### src/rtl/presc_pkg.sv
package presc_pkg;

  localparam int unsigned N_STAGES = 3;

  // Limit an exponent to a ceiling.
  function automatic int unsigned exp_clamp(input int unsigned v, input int unsigned lim);
    return (v > lim) ? lim : v;
  endfunction

  // Exponent budget still free once `used` has been spent.
  function automatic int unsigned exp_room(input int unsigned used, input int unsigned total);
    return (used >= total) ? 0 : total - used;
  endfunction

endpackage

### src/rtl/presc_cfg.sv
module presc_cfg
  import presc_pkg::*;
#(
  parameter int unsigned A_W       = 4,
  parameter int unsigned B_W       = 2,
  parameter int unsigned C_W       = 1,
  parameter int unsigned EXP_W     = 4,
  parameter int unsigned A_MAX     = 9,
  parameter int unsigned B_MAX     = 2,
  parameter int unsigned C_MAX     = 1,
  parameter int unsigned TOTAL_MAX = 11
) (
  input  logic             clk,
  input  logic             rst_n,
  input  logic             wr_en,
  input  logic [A_W-1:0]   wr_a,
  input  logic [B_W-1:0]   wr_b,
  input  logic [C_W-1:0]   wr_c,
  input  logic             load,
  output logic [EXP_W-1:0] sh_a,
  output logic [EXP_W-1:0] sh_b,
  output logic [EXP_W-1:0] sh_c,
  output logic [EXP_W-1:0] act_a,
  output logic [EXP_W-1:0] act_b,
  output logic [EXP_W-1:0] act_c
);

  int unsigned ea_w, eb_w, ec_w;

  // Clamp each field in stage order; later stages get what budget remains.
  always_comb begin
    ea_w = exp_clamp(32'(wr_a), exp_clamp(A_MAX, TOTAL_MAX));
    eb_w = exp_clamp(32'(wr_b), exp_clamp(B_MAX, exp_room(ea_w, TOTAL_MAX)));
    ec_w = exp_clamp(32'(wr_c), exp_clamp(C_MAX, exp_room(ea_w + eb_w, TOTAL_MAX)));
  end

  // Shadow setting: written by software at any time.
  always_ff @(posedge clk) begin
    if (!rst_n) begin
      sh_a <= '0;
      sh_b <= '0;
      sh_c <= '0;
    end else if (wr_en) begin
      sh_a <= EXP_W'(ea_w);
      sh_b <= EXP_W'(eb_w);
      sh_c <= EXP_W'(ec_w);
    end
  end

  // Active setting: swapped as one unit on the slow-boundary cycle.
  always_ff @(posedge clk) begin
    if (!rst_n) begin
      act_a <= '0;
      act_b <= '0;
      act_c <= '0;
    end else if (load) begin
      act_a <= sh_a;
      act_b <= sh_b;
      act_c <= sh_c;
    end
  end

endmodule

### src/rtl/presc_phase_cnt.sv
module presc_phase_cnt #(
  parameter int unsigned CNT_W = 11
) (
  input  logic             clk,
  input  logic             rst_n,
  input  logic             restart,
  output logic [CNT_W-1:0] cnt
);

  // Zero marks a common boundary. Restarting at one makes the next
  // boundary land a full new period after the current one.
  always_ff @(posedge clk) begin
    if (!rst_n)
      cnt <= '0;
    else if (restart)
      cnt <= CNT_W'(1);
    else
      cnt <= cnt + CNT_W'(1);
  end

endmodule

### src/rtl/presc_tick_dec.sv
module presc_tick_dec #(
  parameter int unsigned CNT_W = 11,
  parameter int unsigned EXP_W = 4
) (
  input  logic [CNT_W-1:0] cnt,
  input  logic [EXP_W-1:0] cum_exp,
  output logic             tick
);

  logic [CNT_W-1:0] low_mask;

  // Low `cum_exp` bits set; a shift of CNT_W or more gives all ones.
  assign low_mask = ~({CNT_W{1'b1}} << cum_exp);
  assign tick     = ((cnt & low_mask) == '0);

endmodule

### src/rtl/clk_prescale.sv
module clk_prescale
  import presc_pkg::*;
#(
  parameter int unsigned A_MAX_EXP     = 9,
  parameter int unsigned B_MAX_EXP     = 2,
  parameter int unsigned C_MAX_EXP     = 1,
  parameter int unsigned TOTAL_MAX_EXP = 11,
  localparam int unsigned A_W   = $clog2(A_MAX_EXP + 1),
  localparam int unsigned B_W   = $clog2(B_MAX_EXP + 1),
  localparam int unsigned C_W   = $clog2(C_MAX_EXP + 1),
  localparam int unsigned CNT_W = TOTAL_MAX_EXP,
  localparam int unsigned EXP_W = $clog2(TOTAL_MAX_EXP + 1)
) (
  input  logic           clk,
  input  logic           rst_n,
  input  logic           wr_en,
  input  logic [A_W-1:0] wr_a_log2,
  input  logic [B_W-1:0] wr_b_log2,
  input  logic [C_W-1:0] wr_c_log2,
  output logic           tick_a,
  output logic           tick_b,
  output logic           tick_c
);

  logic [EXP_W-1:0]    sh_a, sh_b, sh_c;
  logic [EXP_W-1:0]    act_a, act_b, act_c;
  logic [EXP_W-1:0]    cum_exp [N_STAGES];
  logic [N_STAGES-1:0] tick_v;
  logic [CNT_W-1:0]    phase;
  logic                boundary;   // slowest output fires: swap point

  presc_cfg #(
    .A_W(A_W), .B_W(B_W), .C_W(C_W), .EXP_W(EXP_W),
    .A_MAX(A_MAX_EXP), .B_MAX(B_MAX_EXP), .C_MAX(C_MAX_EXP),
    .TOTAL_MAX(TOTAL_MAX_EXP)
  ) u_cfg (
    .clk   (clk),
    .rst_n (rst_n),
    .wr_en (wr_en),
    .wr_a  (wr_a_log2),
    .wr_b  (wr_b_log2),
    .wr_c  (wr_c_log2),
    .load  (boundary),
    .sh_a  (sh_a),
    .sh_b  (sh_b),
    .sh_c  (sh_c),
    .act_a (act_a),
    .act_b (act_b),
    .act_c (act_c)
  );

  presc_phase_cnt #(.CNT_W(CNT_W)) u_cnt (
    .clk     (clk),
    .rst_n   (rst_n),
    .restart (boundary),
    .cnt     (phase)
  );

  // Cascade: each stage's exponent accumulates onto the previous one.
  assign cum_exp[0] = act_a;
  assign cum_exp[1] = act_a + act_b;
  assign cum_exp[2] = act_a + act_b + act_c;

  for (genvar s = 0; s < N_STAGES; s++) begin : g_stage
    presc_tick_dec #(.CNT_W(CNT_W), .EXP_W(EXP_W)) u_dec (
      .cnt     (phase),
      .cum_exp (cum_exp[s]),
      .tick    (tick_v[s])
    );
  end

  assign boundary = tick_v[N_STAGES-1];
  assign tick_a   = tick_v[0];
  assign tick_b   = tick_v[1];
  assign tick_c   = tick_v[2];

endmodule

### config.mk
export PLATFORM = sky130hd
export DESIGN_NAME = clk_prescale
export DESIGN_NICKNAME = d
export VERILOG_FILES = /design/src/rtl/presc_pkg.sv /design/src/rtl/presc_cfg.sv /design/src/rtl/presc_phase_cnt.sv /design/src/rtl/presc_tick_dec.sv /design/src/rtl/clk_prescale.sv
export SDC_FILE = /design/constraint.sdc
export NUM_CORES = 1
export LEC_CHECK = 0
export ABC_AREA = 0
export BUFFER_PORTS_ARGS = -buffer_cell sky130_fd_sc_hd__buf_2
export CAP_MARGIN = 20
export CORE_UTILIZATION = 30
export DETAILED_ROUTE_END_ITERATION = 6
export PLACE_DENSITY_LB_ADDON = 0.25
export RECOVER_POWER = 25
export SYNTH_ARGS = -nofsm -noshare
export SYNTH_HDL_FRONTEND = slang
export SYNTH_SLANG_ARGS = --single-unit
### constraint.sdc
create_clock -name clk -period 4 [get_ports clk]
set_clock_uncertainty 0.2 [all_clocks]
set_input_delay 0.8 -clock clk [delete_from_list [all_inputs] [get_ports clk]]
set_output_delay 0.8 -clock clk [all_outputs]
set_load 0.02 [all_outputs]
==> impl_metrics.json, run 1 <==
{
  "status": "finished with violations",
  "violations": "max-capacitance violations, max-slew violations, negative setup slack",
  "rsz0062_at_grt": "yes",
  "worst_r2r_endpoint": "u_cnt.cnt[1]",
  "ir_drop_v": 0.000179,
  "whs_ns": 0.249,
  "cts_max_path_buffers": 2,
  "pre_cts_ws_ns": -0.311,
  "synthArstFlopShare_pct": 0,
  "crit_fanout": 3,
  "min_period_ns": 4.04,
  "reg2reg_slack_ns": 0.53,
  "antenna_found_initial": 0,
  "cts_root_buf": "clkbuf_8",
  "core_area_um2": 7410,
  "totalPowerFinal_w": 0.000899,
  "hp-start": "u_cfg.sh_b[0]",
  "grt_max_degree": 45,
  "synth_ff_type": "dfxtp_1",
  "crit_path_start": "u_cfg.act_a[0]",
  "synthTopCellsByCount": "nand2_1 (41), dfxtp_1 (35), ha_1 (22), mux2i_1 (15)",
  "avgSynthCellArea_um2": 8.48,
  "fmax_ghz": 0.247,
  "dieArea_um2": 8190,
  "dp_hpwl_mm": 3.52,
  "grt_first_pass_wirelength_mm": 8.35,
  "syn_area_um2": 2350,
  "crit_path_max_incr_delay_ns": 0.57,
  "antenna_cells": 0,
  "synth_cell_types": 46,
  "fp.dieW_um": 90.5,
  "ys_seq_area_share_pct": 29.8,
  "utilization_pct": 39.3,
  "crit_chain": "ha_4, fa_2, ha_4, a211oi_4, nor3b_2, a211o_1, a211oi_2, o22ai_2, a211oi_4, buf_6",
  "die_h_um": 90.5,
  "htree_levels": 2,
  "cap_violations": 1,
  "vias_per_cell": 4.75,
  "fin_crit_sh_pct": 101,
  "postCtsHoldBufs": 0,
  "synth_seq_cells": 35,
  "synth-edff-count": 0,
  "grt_usage_pct": 12.4,
  "cp-end-kind": "output port",
  "drv_slew": 45,
  "cts_made_buffers": 5,
  "whs_path_depth": 2,
  "met2_length_mm": 2.26,
  "r2r_cells": 11,
  "grt.overflow.total": 0,
  "synth_top_area_share_pct": 29.8,
  "nets": 344,
  "area_delta_synth_final_pct": 23.8,
  "critPathKind": "register to output port",
  "yosysTopAreaCell": "dfxtp_1",
  "stdcell_area_um2": 2910,
  "postPlaceCellArea_um2": 2610,
  "crit_slowest_cell": "fa_2",
  "critPathLaunchType": "register",
  "holdPathEnd": "u_cfg.act_b[0]",
  "synth.area.top_cells": "dfxtp_1 (30%), ha_1 (12%), nand2_1 (6.6%)",
  "r2r_start": "u_cfg.act_a[0]",
  "synth_cells": 277,
  "power.leakage_nw": 1.24,
  "drtIter0Drc": 49,
  "wl_per_cell_um": 12.0,
  "finalWirelength_mm": 4.91,
  "setup_violations": 1,
  "worst_slack_ns": -0.0421,
  "power_density_nw_per_um2": 309,
  "wl_met1_mm": 2.49,
  "clk_pin_slew_ns": 0.08,
  "port_buffers": 12,
  "rows": 31,
  "drive_gt1_share_pct": 21.0,
  "routed-wl-met3_um": 117,
  "insertion_delay_ns": 0.29,
  "top_layer_used": "met4",
  "worstPathRequired_ns": 3.00,
  "hold_viol": 0,
  "clock-sinks": 35,
  "place_congestion": 0.820,
  "drtPass1Iterations": 4,
  "worstPathArrival_ns": 3.04,
  "num_vias": 1942,
  "ant_nets": 0,
  "tritoncts": "yes",
  "synth.most_common_cell": "nand2_1",
  "initial_core_util_pct": 31.7,
  "yosys_warnings": 0,
  "max_slew_margin_pct": -10.7,
  "drc_errors": 0,
  "hold_class": "register to register",
  "io_pins": 13,
  "worst_slew_pin_slew_ns": 1.66,
  "grt_pass1_vias": 1854
}
through the flow:
step	std cells	setup TNS [ns]
global placement	398	-0.641
detailed placement	398	-0.956
CTS	408	-0.0536
global route	409	-0.442
finish	409	-0.0421
floorplan	290	0
flip-flops by register name, indices dropped and copies added, names as in the netlist:
signal and count:
u_cfg.act_a 4, u_cfg.act_c 4, u_cfg.sh_a 4, u_cfg.act_b 4
u_cfg.sh_b 4, u_cfg.sh_c 4, u_cnt.cnt 11
cell type report:
type	count	area [um^2]
Clock buffer	5	68.8
Clock inverter	3	46.3
Fill cell	766	4500
Inverter	11	41.3
Multi-Input combinational cell	229	1750
Sequential cell	35	703
Tap cell	99	124
Timing Repair Buffer	27	178
how the worst max path moves through the flow:
stage / end / slack [ns] / depth (start not counted)
global placement: u_cfg.sh_c[1] / -0.21 / 17
CTS: tick_c / -0.05 / 11
floorplan: u_cfg.sh_c[1] / 0.02 / 16
detailed placement: u_cfg.sh_c[3] / -0.31 / 20
finish: tick_c / -0.04 / 10
global route: tick_c / -0.15 / 10
kinds of logic (layout without fill, tap and decap cells):
kind of cell / Yosys count / after routing / synth area share, %
and+or+nand+nor: 109 / 109 / 23.7
AOI/OAI and AO/OA: 51 / 51 / 15.6
DFF: 35 / 35 / 29.8
buffers and inverters: 26 / 46 / 4.64
adders and majority gates: 25 / 25 / 14.3
muxes: 15 / 15 / 6.39
xor gates and xnor gates: 14 / 14 / 5.22
other: 2 / 15 / 0.320
power by group:
group | total, W | internal, W | switching [W]
sequential | 0.000370 | 0.000358 | 0.0000118
combinational | 0.000197 | 0.0000921 | 0.000105
clock | 0.000333 | 0.000188 | 0.000145
total | 0.000899 | 0.000638 | 0.000262
per-layer routing:
metal / vias to the layer above / global-route usage (%)
li1: 1006 / -
met1: 907 / 16.0
met2: 24 / 20.5
met3: 5 / 2.61
met4: 0 / 4.44
met5: - / 0
critical path: cells and delay by family, from the launching register on:
family / cells / cell delay (ns)
buf+inv: 1 / 0.16
compound gates: 5 / 1.21
fa+ha+maj: 3 / 0.94
simple gates: 1 / 0.09
flops: 1 / 0.34
cell usage in the layout, fill, tap and decap left out, types with 3 or more instances in the layout:
cell      count
fa_2          3
nor2_1       10
nand2_1      41
conb_1       15
nand3_1      12
buf_2        10
o211ai_1      3
a21o_1        4
nor3b_1       9
ha_1         18
o21ai_0       7
clkbuf_8      5
and2_1        3
o211a_1       3
nand2b_1      6
mux2i_1      15
nor2b_1       8
and3_1        4
ha_4          4
buf_4        15
a21oi_1       8
inv_1        10
xor2_1       11
dfxtp_1      33
repair_timing:
item | 4_1_cts | 5_1_grt
setup buffers | 2 | 1
resized for setup | 16 | 17
endpoints found under the hold margin | 0 | 0
pin swaps | 15 | 19
setup endpoints to repair | 4 | 4
No activity file was read; power rests on OpenSTA's default activity.
==> run 2, diff against run 1 <==
MAX_ROUTING_LAYER = met4   (was not set)
==> impl_metrics.json, run 2 (synthesized netlist as in run 1, its figures left out) <==
{
  "status": "finished with violations",
  "violations": "max-capacitance violations, max-slew violations, negative setup slack",
  "setup_violations": 1,
  "power_density_nw_per_um2": 309,
  "core_area_um2": 7410,
  "dp_hpwl_mm": 3.52,
  "crit_fanout": 3,
  "multi_input_area_um2": 1750,
  "layout_commonest_cell": "nand2_1",
  "nets": 344,
  "clk_pin_slew_ns": 0.08,
  "largest_register_ffs": 11,
  "insertion_delay_ns": 0.29,
  "totalPowerFinal_w": 0.000899,
  "grt.overflow.total": 0,
  "utilization_pct": 39.3,
  "finalWirelength_mm": 4.91,
  "grt_usage_pct": 12.8,
  "ant_nets": 0,
  "htree_levels": 2,
  "worst_slack_ns": -0.0422,
  "cts_root_buf": "clkbuf_8",
  "pwr-share-comb_pct": 21.9,
  "antenna_found_initial": 0,
  "pwr-share-clk_pct": 37.0,
  "final_cell_mix": "nand2_1 (41), dfxtp_1 (33), ha_1 (18)",
  "ir_drop_v": 0.000179,
  "die_h_um": 90.5,
  "cp-end-kind": "output port",
  "top_register": "u_cnt.cnt",
  "drv_slew": 45,
  "hold_viol": 0,
  "critPathLaunchType": "register",
  "postCtsHoldBufs": 0,
  "tritoncts": "yes",
  "fp.dieW_um": 90.5,
  "p_switching_w": 0.000261,
  "area_delta_synth_final_pct": 23.8,
  "critPathKind": "register to output port",
  "power.leakage_nw": 1.24,
  "num_vias": 1945,
  "place_congestion": 0.833,
  "max_slew_margin_pct": -10.7,
  "seqPwrFrac_pct": 41.1,
  "dp.cells": 398,
  "rsz0062_at_grt": "yes",
  "worstPathRequired_ns": 3.00,
  "p_int_w": 0.000638,
  "drtPass1Iterations": 4,
  "initial_core_util_pct": 31.7,
  "worstPathArrival_ns": 3.04,
  "port_buffers": 12,
  "fin_tns_setup_ns": -0.0422,
  "fmax_ghz": 0.247,
  "grt_first_pass_wirelength_mm": 8.36,
  "n_fill_cell": 766,
  "grt_max_degree": 45,
  "fin_crit_sh_pct": 101,
  "switching_share_pct": 29.1,
  "io_pins": 13,
  "hold_class": "register to register",
  "antenna_cells": 0,
  "grt_pass1_vias": 1853,
  "worst_slew_pin_slew_ns": 1.66,
  "cap_violations": 1,
  "stdcell_count": 409,
  "clock-sinks": 35,
  "register_area_um2": 703,
  "whs_ns": 0.249,
  "drtIter0Drc": 48,
  "rows": 31,
  "cts_max_path_buffers": 2,
  "dieArea_um2": 8190,
  "min_period_ns": 4.04,
  "drc_errors": 0,
  "wl_per_cell_um": 12.0,
  "vias_per_cell": 4.76,
  "cts_made_buffers": 5,
  "drive_gt1_share_pct": 21.0
}
==> run 2: cell counts in the layout (fill, tap and decap cells not counted) <==
No cell type changed its count.
==> run 2: final timing paths <==
kind                                  endpoint  slack (ns)  depth (start not counted)            from
worst max-delay path                    tick_c       -0.04                         10  u_cfg.act_a[0]
worst max register to register    u_cnt.cnt[1]        0.53                         11  u_cfg.act_a[0]
worst min-delay path            u_cfg.act_b[0]        0.25                          2   u_cfg.sh_b[0]
worst min register to register  u_cfg.act_b[0]        0.25                          2   u_cfg.sh_b[0]
==> run 2: layout make-up <==
type	count	area share, %
Clock buffer	5	2.37
Clock inverter	3	1.59
Inverter	11	1.42
Multi-Input combinational cell	229	60.1
Sequential cell	35	24.2
Tap cell	99	4.26
Timing Repair Buffer	27	6.11
==> run 2: worst max-delay path: stages, from the launching register on <==
cell	delay (ns)
dfxtp_2	0.34
ha_4	0.16
fa_2	0.57
ha_4	0.21
a211oi_4	0.23
nor3b_2	0.09
a211o_1	0.33
a211oi_2	0.26
o22ai_2	0.11
a211oi_4	0.28
buf_6	0.16
==> run 2: power groups by stage <==
stage	clock network, W	registers [W]	logic [W]
after detailed placement	0	0.000377	0.000172
after global placement	0	0.000377	0.000170
after floorplan	0	0.000372	0.000131
after global routing	0.000351	0.000371	0.000224
final	0.000333	0.000370	0.000197
after CTS	0.000343	0.000370	0.000181
==> run 2: repair_timing <==
action	4_1_cts	5_1_grt
endpoints found under the setup margin	4	4
resized for setup	16	17
pin swaps	15	19
setup buffers	2	1
==> run 2: layer usage <==
layer  vias to the layer above  GRT usage, %  share of wire (%)
li1                       1007             -                  -
met1                       905          16.0                 51
met2                        28          20.5                 46
met3                         5          2.61                2.5
met4                         0          4.44                1.0
met5                         -             -                  0
==> run 2: stage by stage <==
step / cell area, um^2 / setup slack, ns
2_1_floorplan: 2410 / 0.0204
3_3_place_gp: 2610 / -0.215
3_5_place_dp: 2610 / -0.311
4_1_cts: 2820 / -0.0536
5_1_grt: 2910 / -0.150
6_report: 2910 / -0.0422
